`src/rtl/dma_req_front.sv`:
```
module dma_req_front #(
  parameter int NSRC   = 32,
  parameter int CNT_W  = 16,
  parameter int SETTLE = 26,
  localparam int SEL_W = $clog2(NSRC),
  localparam int ST_W  = $clog2(SETTLE + 1)
) (
  input  logic             clk,
  input  logic             rst_n,
  input  logic             cpu_we,
  input  logic [1:0]       cpu_addr,
  input  logic [CNT_W-1:0] cpu_wdata,
  output logic [CNT_W-1:0] cpu_rdata,
  input  logic [NSRC-1:0]  hw_req,
  output logic             xfer_req,
  input  logic             xfer_ack
);

  logic [SEL_W-1:0] code;
  logic             pend;
  logic             busy;
  logic [1:0]       mode;
  logic [CNT_W-1:0] count;
  logic [ST_W-1:0]  settle;
  logic [NSRC-1:0]  hw_q;

  wire wr_sel  = cpu_we && cpu_addr == 2'd0;
  wire wr_mode = cpu_we && cpu_addr == 2'd1;
  wire wr_cnt  = cpu_we && cpu_addr == 2'd2;

  wire enabled = mode == 2'b01;
  wire live    = enabled && count != '0;
  wire hw_rise = hw_req[code] && !hw_q[code];
  wire sw_trig = wr_sel && cpu_wdata[7] && cpu_wdata[5];
  wire done    = busy && xfer_ack;
  wire issue   = pend && !busy && live && settle == '0;
  wire drop    = pend && !busy && !live;

  assign xfer_req = busy;

  always_ff @(posedge clk) begin
    if (!rst_n) begin
      code   <= '0;
      pend   <= 1'b0;
      busy   <= 1'b0;
      mode   <= 2'b00;
      count  <= '0;
      settle <= '0;
      hw_q   <= '0;
    end else begin
      hw_q <= hw_req;
      if (wr_sel) code <= cpu_wdata[SEL_W-1:0];

      if (hw_rise || sw_trig)  pend <= 1'b1;
      else if (done || drop)   pend <= 1'b0;

      if (done)       busy <= 1'b0;
      else if (issue) busy <= 1'b1;

      if (wr_cnt)    count <= cpu_wdata;
      else if (done) count <= count - 1'b1;

      if (wr_mode)                          mode <= cpu_wdata[1:0];
      else if (done && count == CNT_W'(1))  mode <= 2'b00;

      if (wr_sel)              settle <= ST_W'(SETTLE);
      else if (settle != '0)   settle <= settle - 1'b1;
    end
  end

  always_comb begin
    case (cpu_addr)
      2'd0:    cpu_rdata = CNT_W'(code) | (CNT_W'(pend) << 7);
      2'd1:    cpu_rdata = CNT_W'(mode);
      2'd2:    cpu_rdata = count;
      default: cpu_rdata = '0;
    endcase
  end

  assert_req_held_R6: assert property (@(posedge clk) disable iff (!rst_n)
    xfer_req && !xfer_ack |=> xfer_req);

  assert_busy_has_pend_R6: assert property (@(posedge clk) disable iff (!rst_n)
    xfer_req |-> pend);

  assert_settled_before_issue_R5: assert property (@(posedge clk) disable iff (!rst_n)
    $rose(xfer_req) |-> $past(settle) == '0);

  assert_live_before_issue_R3: assert property (@(posedge clk) disable iff (!rst_n)
    $rose(xfer_req) |-> $past(live));

  assert_count_dec_R7: assert property (@(posedge clk) disable iff (!rst_n)
    xfer_req && xfer_ack && !wr_cnt |=> count == CNT_W'($past(count) - 1'b1));

  assert_mode_off_at_zero_R7: assert property (@(posedge clk) disable iff (!rst_n)
    xfer_req && xfer_ack && !wr_mode && count == CNT_W'(1) |=> mode == 2'b00);

endmodule

```
`config.mk`:
```
export PLATFORM = sky130hd
export DESIGN_NAME = dma_req_front
export DESIGN_NICKNAME = d
export VERILOG_FILES = /design/src/rtl/dma_req_front.sv
export SDC_FILE = /design/constraint.sdc
export NUM_CORES = 1
export LEC_CHECK = 0
export BUFFER_PORTS_ARGS = -buffer_cell sky130_fd_sc_hd__buf_4
export CORE_ASPECT_RATIO = 2
export CORE_MARGIN = 10
export CORE_UTILIZATION = 53
export CTS_CLUSTER_SIZE = 10
export DETAILED_ROUTE_END_ITERATION = 12
export PLACE_DENSITY = 0.79
export SLEW_MARGIN = 40
export SYNTH_ARGS = -nofsm -noshare
export SYNTH_HDL_FRONTEND = slang
export SYNTH_SLANG_ARGS = --single-unit
```
`constraint.sdc`:
```
create_clock -name clk -period 2.75 [get_ports clk]
set_input_delay 0.1375 -clock clk [delete_from_list [all_inputs] [get_ports clk]]
set_output_delay 0.1375 -clock clk [all_outputs]
set_load 0.005 [all_outputs]
```
# Word-level counts from Yosys, hierarchy flattened
# Index checks and enable logic that the tools add are counted.
# totals
word_cells	58
regBits	62
input_bits	54
output_inout_bits	17
# op_classes
bitwise	2
n_mux	13
eq_ne	4
addsub	2
magnitude_cmp	1
reduce_logical	28
# ops
operator	count
16-bit one-hot mux with 3 select lines	1
16-bit two-way mux	2
16-bit by 1-bit equality test with 1-bit output, second input constant	1
16-bit nonzero test	1
16-bit by 1-bit subtractor with 16-bit output, second input constant	1
1-bit logical AND	13
1-bit binary-select mux with 5-bit select	2
5-bit two-way mux	2
5-bit by 8-bit bitwise OR with 8-bit output	1
2-bit nonzero test	4
5-bit by 6-bit less-than comparator with 1-bit output, second input constant	1
5-bit zero test	1
5-bit nonzero test	1
5-bit by 1-bit subtractor with 5-bit output, second input constant	1
2-bit by 1-bit equality test with 1-bit output, second input constant	2
1-bit two-way mux	4
2-bit two-way mux	2
2-bit OR reduction	2
1-bit zero test	3
2-bit equality test, second input constant	1
2-bit zero test	1
1-bit logical OR	2
1-bit inverter	1

# Longest topological paths before layout
# Gate-level depths: netlist of the first run.
# depth
word_depth	7
mapped_depth	8
depth_no_buf	7

# Least setup slack after synthesis of the first run
# No wires, ideal clock.
# synth_path
path_kind	register to register
start	register count[2]
end	register pend
path_buffers	1
synth_period_minus_slack_ns	2.297
path_slack_ns	0.453
required_ns	2.625
arrival_time_ns	2.172
path_stages_with_launch	8
setup_ns	0.125
cell_sequence	dfxtp_1 > or4_4 > or2_1 > buf_6 > nor4_4 > a21oi_2 > o21a_1 > o41a_1
# synth_between
elab_chain_cells	6
# synth_rtl
item	line	text
start, declared	23	logic [CNT_W-1:0] count;
start signal, assigned	60	if (wr_cnt) count <= cpu_wdata;
start signal, assigned	61	else if (done) count <= count - 1'b1;
16-bit nonzero test	32	wire live = enabled && count != '0;
1-bit logical AND	32	
1-bit zero test	37	wire drop = pend && !busy && !live;
1-bit logical AND	37	
1-bit logical OR	55	else if (done || drop) pend <= 1'b0;
2-bit nonzero test (no line)	n/a	
end signal, assigned	44	pend <= 1'b0;
end signal, assigned	54	if (hw_rise || sw_trig) pend <= 1'b1;
end signal, assigned	55	
end, declared	20	logic pend;
# Every way passes these cells.
# A chain may end at the register's enable or synchronous reset.

# Final worst setup path of the first run
# Ends and elaborated chain as after synthesis.

==> out/summary.txt, run 1 <==
Status - completed
Required @ worst endpoint - 2.97 ns
Placed cell area - 0.003541 mm2
Final Setup Violations - 0
DR vias - 2,693
Clock latency on the worst-skew pair - 0.34 ns
Tmin final - 2.407 ns
Wire per inst - 16.52 um
#FFs+latches synth - 62
DRC viols - 0
Post-CTS Resized - 0
Grt total ovfl - 0
CP arrival - 2.63 ns
Die Wd - 73.27 um
Rel. slew slack - 66.50%
Fraction of layout cells with a size suffix above 1 - 23.40%
Final non-filler cell area - 0.003787 mm2
Mapped Area - 0.003008 mm2
Final RePlAce weighted congestion - 0.8624
CTS root buffer - clkbuf_8
Yosys warns - 0
CP Launch Type - flip-flop
Die Ht - 126.5 um
Post-Syn Instances - 350
RSZ-0062 raised after global routing - false
R2R setup slack - 0.34 ns
Unique masters post-synth - 45
Final HPWL DP - 6096 um
Fin. max-slew vios - 0
Reg2reg start - count[2]
Max Buffers Root-to-Sink - 2
Core Area - 0.005468 mm2
GRT Overall Usage - 17.32%
Syn avg cell area - 8.594 um2
Clk slew on worst S/H paths - 0.07 ns
Hold Fails Final Rpt - 0
Post-synth EDFFs - 0
Final Net Count - 476
Max_cap viols - 0
Setup TNS - 0 ns
Synth Flop Type - dfxtp_1
Type of destination of the critical path - flip-flop
Worst Setup EP - pend
Cell row count - 38
Vias/cell - 5.576
Initial Util - 55.01%
Post-route ant nets - 0
Crit Path Max Fanout - 7
CTS hold repair buffers - 6
DRT Pass-1 Iters - 4
Sequential cell area fraction in the yosys report - 41.26%
First-pass GRT wire length - 12,890 um
VDD IR-drop max - 0.5230 mV
Initial antenna violation count - 0
Ports - 71
CTS tree - done
Worst setup path category - reg -> reg
Worst Max-Slew Pin Slew - 0.5025 ns
Crit. Startpoint - count[2]
Mapped Nets - 407
Ys async rst share - 0%
Number of port buffers - 70
Post-CTS setup buffer count - 0
Leakage power - 1.699 nW
CTS Buf Count - 9
Hold WC Path Type - in -> reg
Period utilization - 87.51%
H-tree Lvls - 3
1st-iter DRT viols - 174
Vias in the first global route - 2,867
CTS sink cnt - 62
Final WL - 7977 um
Max frequency - 415.5 MHz
Clock skew - 0.006999 ns
R2r endpoint - pend
Area delta synth->final - 25.92%
FF-to-FF path depth - 6
Pwr Density - 567.8 mW/mm2
Largest net degree at the start of global routing - 62
Die area - 0.009272 mm2
Antenna Cells - 0
[how the worst min path moves through the flow]
stage	end	cells past startpoint	from	slack, ns
finish	hw_q[16]	2	hw_req[16]	0.005
global route	hw_q[21]	2	hw_req[21]	0.003
CTS	hw_q[23]	2	hw_req[23]	0.0004
detailed placement	hw_q[4]	2	hw_req[4]	0.35
global placement	hw_q[17]	2	hw_req[17]	0.35
floorplan	hw_q[0]	1	hw_req[0]	0.26
[cells in the mapped netlist (8+ instances only)]
master / number / area [um2]
nand2_1: 36 / 135.1
dfxtp_1: 62 / 1241
xnor2_1: 11 / 96.34
nor2b_1: 8 / 50.05
nor4_1: 8 / 50.05
and2_1: 46 / 287.8
nor3_1: 9 / 45.04
a21oi_1: 13 / 65.06
o211a_1: 13 / 130.1
inv_1: 16 / 60.06
nor3b_1: 8 / 60.06
o21ai_0: 12 / 60.06
nor2_1: 15 / 56.30
clkbuf_1: 21 / 78.83
[cell usage in the layout (no fill, tap or decap), types with 5 or more instances in the layout]
cell type      instances
o21ai_0               12
nor4_1                 8
nor2b_1                8
a21oi_1               13
dlygate4sd3_1          7
nand2b_1               7
or3_1                  5
dfxtp_1               61
xnor2_1               11
o211a_1               13
mux2i_1                7
inv_1                 16
a21boi_0               7
nor3_1                 9
nand2_1               36
nor3b_1                8
nor2_1                15
buf_4                 73
clkbuf_8              11
and2_1                46
[logic make-up (layout without fill, tap and decap cells)]
logic type	Yosys count	in the layout	share of synthesized area, %
simple gates	162	162	30.62
buf+inv	38	111	4.992
mux	7	7	2.330
flops	62	62	41.26
compound gates	65	65	15.77
fa+ha+maj	3	3	1.248
xor+xnor	13	13	3.785
[per-layer routing]
| metal | share of wire (%) | global-route usage, % | up-vias |
|---|---|---|---|
| met5 | 0 | 0 | - |
| met4 | 3.0 | 10.34 | 0 |
| met3 | 6.2 | 5.152 | 17 |
| met2 | 55 | 31.01 | 84 |
| met1 | 36 | 16.31 | 1253 |
| li1 | - | - | 1339 |
[metrics by stage]
stage / power [mW] / cells / setup WS, ns / hold slack [ns] / utilization (%)
floorplan: 1.301 / 350 / 0.4528 / 0.2592 / -
global placement: 1.423 / 461 / 0.4176 / 0.3491 / 64.76
detailed placement: 1.437 / 461 / 0.3628 / 0.3516 / 64.76
CTS: 2.158 / 482 / 0.3466 / 0.0004294 / 69.06
global route: 2.254 / 483 / 0.2546 / 0.003359 / 69.27
finish: 2.151 / 483 / 0.3434 / 0.005421 / 69.27
[report_power, final]
| group | total [mW] | switching [mW] | internal [mW] |
|---|---|---|---|
| clock | 0.726 | 0.356 | 0.370 |
| sequential | 1.02 | 0.0500 | 0.970 |
| combinational | 0.405 | 0.195 | 0.211 |
| total | 2.15 | 0.600 | 1.55 |
[registers in the layout, indices dropped and copies added, names as in the netlist]
| register | cells |
|---|---|
| xfer_req | 1 |
| pend | 1 |
| code | 5 |
| mode | 2 |
| hw_q | 32 |
| count | 16 |
| settle | 5 |
[worst max-delay path: stages, from the launching register on]
cell,delay (ns)
dfxtp_1,0.36
or4_4,0.57
or2_1,0.35
nor4_4,0.32
a21oi_2,0.09
o21a_1,0.17
o41a_1,0.41
[final cells by class]
cell class                      instances  area [um2]
Timing Repair Buffer                   80       618.1
Clock inverter                          3       20.02
Clock buffer                           12       155.1
Inverter                               16       60.06
Tap cell                               60       75.07
Sequential cell                        62        1242
Multi-Input combinational cell        250        1617
Fill cell                             443        1680
(Power assumes the default switching activity.)
==> inputs of run 2 (changes only) <==
Settings changed: CTS_BUF_LIST set to sky130_fd_sc_hd__clkbuf_16.
==> run 2 against run 1 <==
Fmax shrank 0.86%. Register-to-register slack lost 0.02 ns. First-iteration DRC count shrank 4.0%. Total power grew 11%. Critical path type unchanged. Highest routed layer unchanged.
==> out/summary.txt, run 2 (same netlist as run 1, synthesis figures left out) <==
Post-CTS setup buffer count - 0 (unchanged)
Grt total ovfl - 0 (unchanged)
FF-to-FF path depth - 6 (unchanged)
Number of port buffers - 70 (unchanged)
H-tree Lvls - 3 (unchanged)
Fraction of layout cells with a size suffix above 1 - 23.32% (-0.087 points)
Tot Pwr - 2.396 mW (+11%)
GRT Overall Usage - 17.72% (+0.40 points)
Fill count - 443 (unchanged)
Clock skew - 0.008248 ns (+0.001249 ns)
Clock network power share - 40.6% (+6.9 points)
DR vias - 2,704 (+0.41%)
Max Buffers Root-to-Sink - 2 (unchanged)
Commonest cells after routing, fill and taps aside - 73 x buf_4, 61 x dfxtp_1, 46 x and2_1
DRC viols - 0 (unchanged)
Vias/cell - 5.681 (+1.9%)
DRT Pass-1 Iters - 4 (unchanged)
Area of the multi-input gates - 0.001617 mm2 (unchanged)
CP Launch Type - flip-flop
Wire per inst - 17.08 um (+3.4%)
Period utilization - 88.28% (+0.76 points)
Crit Path Max Fanout - 7 (unchanged)
Most common cell after layout, fill and taps aside - buf_4
Final Setup Violations - 0 (unchanged)
Core Area - 0.005468 mm2 (unchanged)
CTS sink cnt - 62 (unchanged)
Required @ worst endpoint - 2.95 ns (-0.02 ns)
Biggest register - hw_q
Leakage power - 1.709 nW (+0.58%)
Worst setup path category - reg -> reg
Max frequency - 411.9 MHz (-0.86%)
Type of destination of the critical path - flip-flop
Ports - 71 (unchanged)
Reg area - 0.001242 mm2 (unchanged)
Hold Fails Final Rpt - 0 (unchanged)
Post-CTS Resized - 0 (unchanged)
Final WL - 8129 um (+1.9%)
Tmin final - 2.428 ns (+0.02099 ns)
VDD IR-drop max - 0.5821 mV (+11%)
Initial Util - 55.01% (unchanged)
Die Ht - 126.5 um (unchanged)
Cell row count - 38 (unchanged)
Reg2reg start - count[2]
Vias in the first global route - 2,845 (-0.77%)
Initial antenna violation count - 0 (unchanged)
Setup TNS - 0 ns (unchanged)
Die Wd - 73.27 um (unchanged)
First-pass GRT wire length - 13,080 um (+1.5%)
Largest regs - hw_q (32), count (16)
RSZ-0062 raised after global routing - false
Clk slew on worst S/H paths - 0.06 ns (about the same)
Power share of the combinational group - 16.7% (-2.2 points)
Rel. slew slack - 64.74% (-1.8 points)
Power Internal - 1.767 mW (+14%)
Placed cell area - 0.003541 mm2 (unchanged)
Post-route ant nets - 0 (unchanged)
Fin. max-slew vios - 0 (unchanged)
Max_cap viols - 0 (unchanged)
CTS Buf Count - 9 (unchanged)
Sequential power share - 42.7% (-4.7 points)
Final HPWL DP - 6096 um (unchanged)
Largest net degree at the start of global routing - 62 (unchanged)
1st-iter DRT viols - 167 (-4.0%)
Status - completed
Final Net Count - 469 (-1.5%)
Antenna Cells - 0 (unchanged)
Largest register FFs - 32 (unchanged)
Final RePlAce weighted congestion - 0.8624 (unchanged)
Area delta synth->final - 26.29%
Final non-filler cell area - 0.003799 mm2 (+0.30%)
Crit. Startpoint - count[2]
Die area - 0.009272 mm2 (unchanged)
Sw frac - 26.25% (-1.7 points)
Pwr Density - 630.8 mW/mm2 (+11%)
Net Sw Power - 0.6290 mW (+4.8%)
CTS tree - done
Worst Max-Slew Pin Slew - 0.5240 ns (+0.02156 ns)
CP arrival - 2.63 ns (about the same)
Worst Hold Launch - hw_req[8]
Hold WC Path Type - in -> reg
Worst hold stages - 2 (unchanged)
Clock latency on the worst-skew pair - 0.33 ns (about the same)
CTS root buffer - clkbuf_16
CTS hold repair buffers - 0 (-6)
## run 2: changes by cell type in the layout (fill, tap and decap cells not counted), sizes merged
cell and delta:
inv +1, clkinv +2, clkbuf -3, dlygate4sd3 -7
## run 2: through the flow
stage               hold WS [ns]  util (%)  instances  setup slack, ns
global placement          0.3491     64.76        461           0.4176
global route             0.02039     69.47        476           0.2467
detailed placement        0.3516     64.76        461           0.3628
CTS                      0.01431     69.45        476           0.3305
finish                   0.01819     69.47        476           0.3224
floorplan                 0.2592         -        350           0.4528
## run 2: layer usage
metal / part of all wire, % / GRT usage [%] / vias up / wire, um
met1: 35 / 16.63 / 1263 / 2874
met2: 55 / 31.27 / 93 / 4498
met3: 6.6 / 5.621 / 18 / 538
met4: 2.7 / 11.24 / 0 / 216
li1: - / - / 1330 / -
met5: 0 / 0 / - / 0
## run 2: final timing paths
kind	to	slack, ns
setup / recovery	pend	0.32
hold / removal	hw_q[8]	0.02
setup reg to reg	pend	0.32
hold reg to reg	settle[4]	0.55
## run 2: area by class of cell
class	count	area share [%]
Clock inverter	6	0.8235
Inverter	16	1.581
Clock buffer	9	5.929
Sequential cell	62	32.71
Tap cell	60	1.976
Multi-Input combinational cell	250	42.56
Timing Repair Buffer	73	14.43
## run 2: worst max-delay path, stage by stage, from the launching register on
cell and delay [ns]:
dfxtp_1 0.37, or4_4 0.58, or2_1 0.35, nor4_4 0.33, a21oi_2 0.10, o21a_1 0.17
o41a_1 0.41
## run 2: power by group through the flow
stage / Sequential [mW] / Clock, mW / Combinational (mW)
after floorplan: 1.02 / 0 / 0.283
after global placement: 1.04 / 0 / 0.388
after detailed placement: 1.04 / 0 / 0.399
after CTS: 1.02 / 0.990 / 0.405
after global routing: 1.03 / 1.03 / 0.452
final: 1.02 / 0.973 / 0.401
==> inputs of run 3 (changes only) <==
Settings changed: BUFFER_PORTS_ARGS -buffer_cell sky130_fd_sc_hd__buf_4 to -buffer_cell sky130_fd_sc_hd__buf_2.
==> run 3 against run 2 <==
Highest routed layer unchanged. Fmax increased by 0.47%. Cell count is the same. Non-clock buffer count unchanged. Sequential cell count did not move. Clock power is 2.1% lower. Largest power group unchanged. Via count decreased by 2.4%. Clock skew decreased by 0.0052 ns.
==> out/summary.txt, run 3 (same netlist as run 1, synthesis figures left out) <==
1st-iter DRT viols - 164 (-1.8%)
Vias/cell - 5.542 (-2.4%)
Worst Hold Launch - hw_req[23]
Worst Path Buf+Inv - 0 (unchanged)
Post-CTS Resized - 0 (unchanged)
First-pass GRT wire length - 13,100 um (+0.11%)
Crit. Startpoint - count[2]
Final HPWL DP - 5943 um (-2.5%)
Hold WC Path Type - in -> reg
Reg area - 0.001242 mm2 (unchanged)
CP Launch Type - flip-flop
Max Buffers Root-to-Sink - 2 (unchanged)
Clock skew - 0.003004 ns (-0.005245 ns)
Ports - 71 (unchanged)
DRC viols - 0 (unchanged)
CTS Buf Count - 9 (unchanged)
Commonest cells after routing, fill and taps aside - 70 x buf_2, 61 x dfxtp_1, 46 x and2_1
Area delta synth->final - 20.22%
Worst path cell trace - or4_4 > or2_1 > nor4_4 > a21oi_2 > o21a_1 > o41a_1
Fin cells - 476 (unchanged)
DRT Pass-1 Iters - 4 (unchanged)
Final RePlAce weighted congestion - 0.8175 (-5.2%)
Placed cell area - 0.003366 mm2 (-4.9%)
CTS tree - done
Required @ worst endpoint - 2.96 ns (about the same)
Hold slack - 0.01824 ns (+0.00004860 ns)
Hold Fails Final Rpt - 0 (unchanged)
Final Net Count - 469 (unchanged)
Final WL - 7931 um (-2.4%)
Largest net degree at the start of global routing - 62 (unchanged)
Number of port buffers - 70 (unchanged)
Tmin final - 2.416 ns (-0.01128 ns)
Largest register FFs - 32 (unchanged)
Die Ht - 126.5 um (unchanged)
H-tree Lvls - 3 (unchanged)
Max_cap viols - 0 (unchanged)
Status - completed
Clk slew on worst S/H paths - 0.05 ns (about the same)
Slowest stage cell on the critical path - or4_4
Initial antenna violation count - 0 (unchanged)
CTS sink cnt - 62 (unchanged)
Die Wd - 73.27 um (unchanged)
Reg2reg start - count[2]
Crit path largest cell delay - 0.59 ns (about the same)
Pwr Density - 651.7 mW/mm2 (+3.3%)
Fill count - 476 (+7.4%)
R2R setup slack - 0.33 ns (about the same)
Core Area - 0.005468 mm2 (unchanged)
GRT Overall Usage - 17.83% (+0.10 points)
RSZ-0062 raised after global routing - false
Tot Pwr - 2.356 mW (-1.7%)
Fin. max-slew vios - 0 (unchanged)
Worst setup path category - reg -> reg
DR vias - 2,638 (-2.4%)
Biggest register - hw_q
Area of the multi-input gates - 0.001617 mm2 (unchanged)
Crit Path Max Fanout - 7 (unchanged)
CP top delay family - simple AND/OR/NAND/NOR gates
Largest regs - hw_q (32), count (16)
CTS hold repair buffers - 0 (unchanged)
Final Setup Violations - 0 (unchanged)
Vias in the first global route - 2,790 (-1.9%)
Antenna Cells - 0 (unchanged)
Clock latency on the worst-skew pair - 0.33 ns (about the same)
Grt total ovfl - 0 (unchanged)
Cell row count - 38 (unchanged)
Leakage power - 1.675 nW (-2.0%)
Initial Util - 55.01% (unchanged)
Placed cells - 461 (unchanged)
VDD IR-drop max - 0.6505 mV (+12%)
Die area - 0.009272 mm2 (unchanged)
Type of destination of the critical path - flip-flop
CTS root buffer - clkbuf_16
Post-route ant nets - 0 (unchanged)
Rel. slew slack - 65.07% (+0.33 points)
Post-CTS setup buffer count - 0 (unchanged)
CP arrival - 2.63 ns (about the same)
Max frequency - 413.8 MHz (+0.47%)
Most common cell after layout, fill and taps aside - buf_2
Worst Max-Slew Pin Slew - 0.5239 ns (-0.0001225 ns)
Fraction of layout cells with a size suffix above 1 - 22.84% (-0.48 points)
Final non-filler cell area - 0.003616 mm2 (-4.8%)
Period utilization - 87.87% (-0.41 points)
Wire per inst - 16.66 um (-2.4%)
Setup TNS - 0 ns (unchanged)
[run 3: changes by cell type in the layout (fill, tap and decap cells not counted)]
cell | previous run | this run
buf_4 | 73 | 3
inv_1 | 17 | 19
buf_2 | 0 | 70
clkinvlp_4 | 2 | 0
[run 3: final timing paths]
check | to | cells after the start
hold / removal | hw_q[23] | 2
hold reg to reg | settle[4] | 2
setup reg to reg | pend | 6
setup / recovery | pend | 6
[run 3: cell type report]
cell class	instances	area share, %
Clock inverter	6	0.6574
Clock buffer	9	6.228
Sequential cell	62	34.36
Multi-Input combinational cell	250	44.71
Inverter	16	1.661
Timing Repair Buffer	73	10.31
Tap cell	60	2.076
[run 3: stage by stage]
stage          util [%]  worst slack [ns]
6_report          66.13            0.3337
5_1_grt           66.13            0.2457
4_1_cts           66.11            0.3300
3_5_place_dp      61.56            0.3500
3_3_place_gp      61.56            0.4083
2_1_floorplan         -            0.4528
[run 3: where the power goes]
part | switching (mW) | leakage [nW] | internal (mW) | total (mW)
Combinational | 0.199 | 1.03 | 0.181 | 0.380
Clock | 0.368 | 0.134 | 0.584 | 0.953
Sequential | 0.0514 | 0.513 | 0.972 | 1.02
Total | 0.619 | 1.67 | 1.74 | 2.36
[run 3: worst register-to-register path, stage by stage (launching register included)]
cell and delay (ns):
dfxtp_1 0.36, or4_4 0.59, or2_1 0.35, nor4_4 0.32
a21oi_2 0.10, o21a_1 0.17, o41a_1 0.40
[run 3: routing by layer]
metal  vias to the layer above  part of all wire, %  global-route usage, %
li1                       1325                    -                      -
met1                      1221                   37                  17.23
met2                        79                   56                  31.93
met3                        13                  5.2                  5.699
met4                         0                  2.0                  8.989
met5                         -                    0                      0
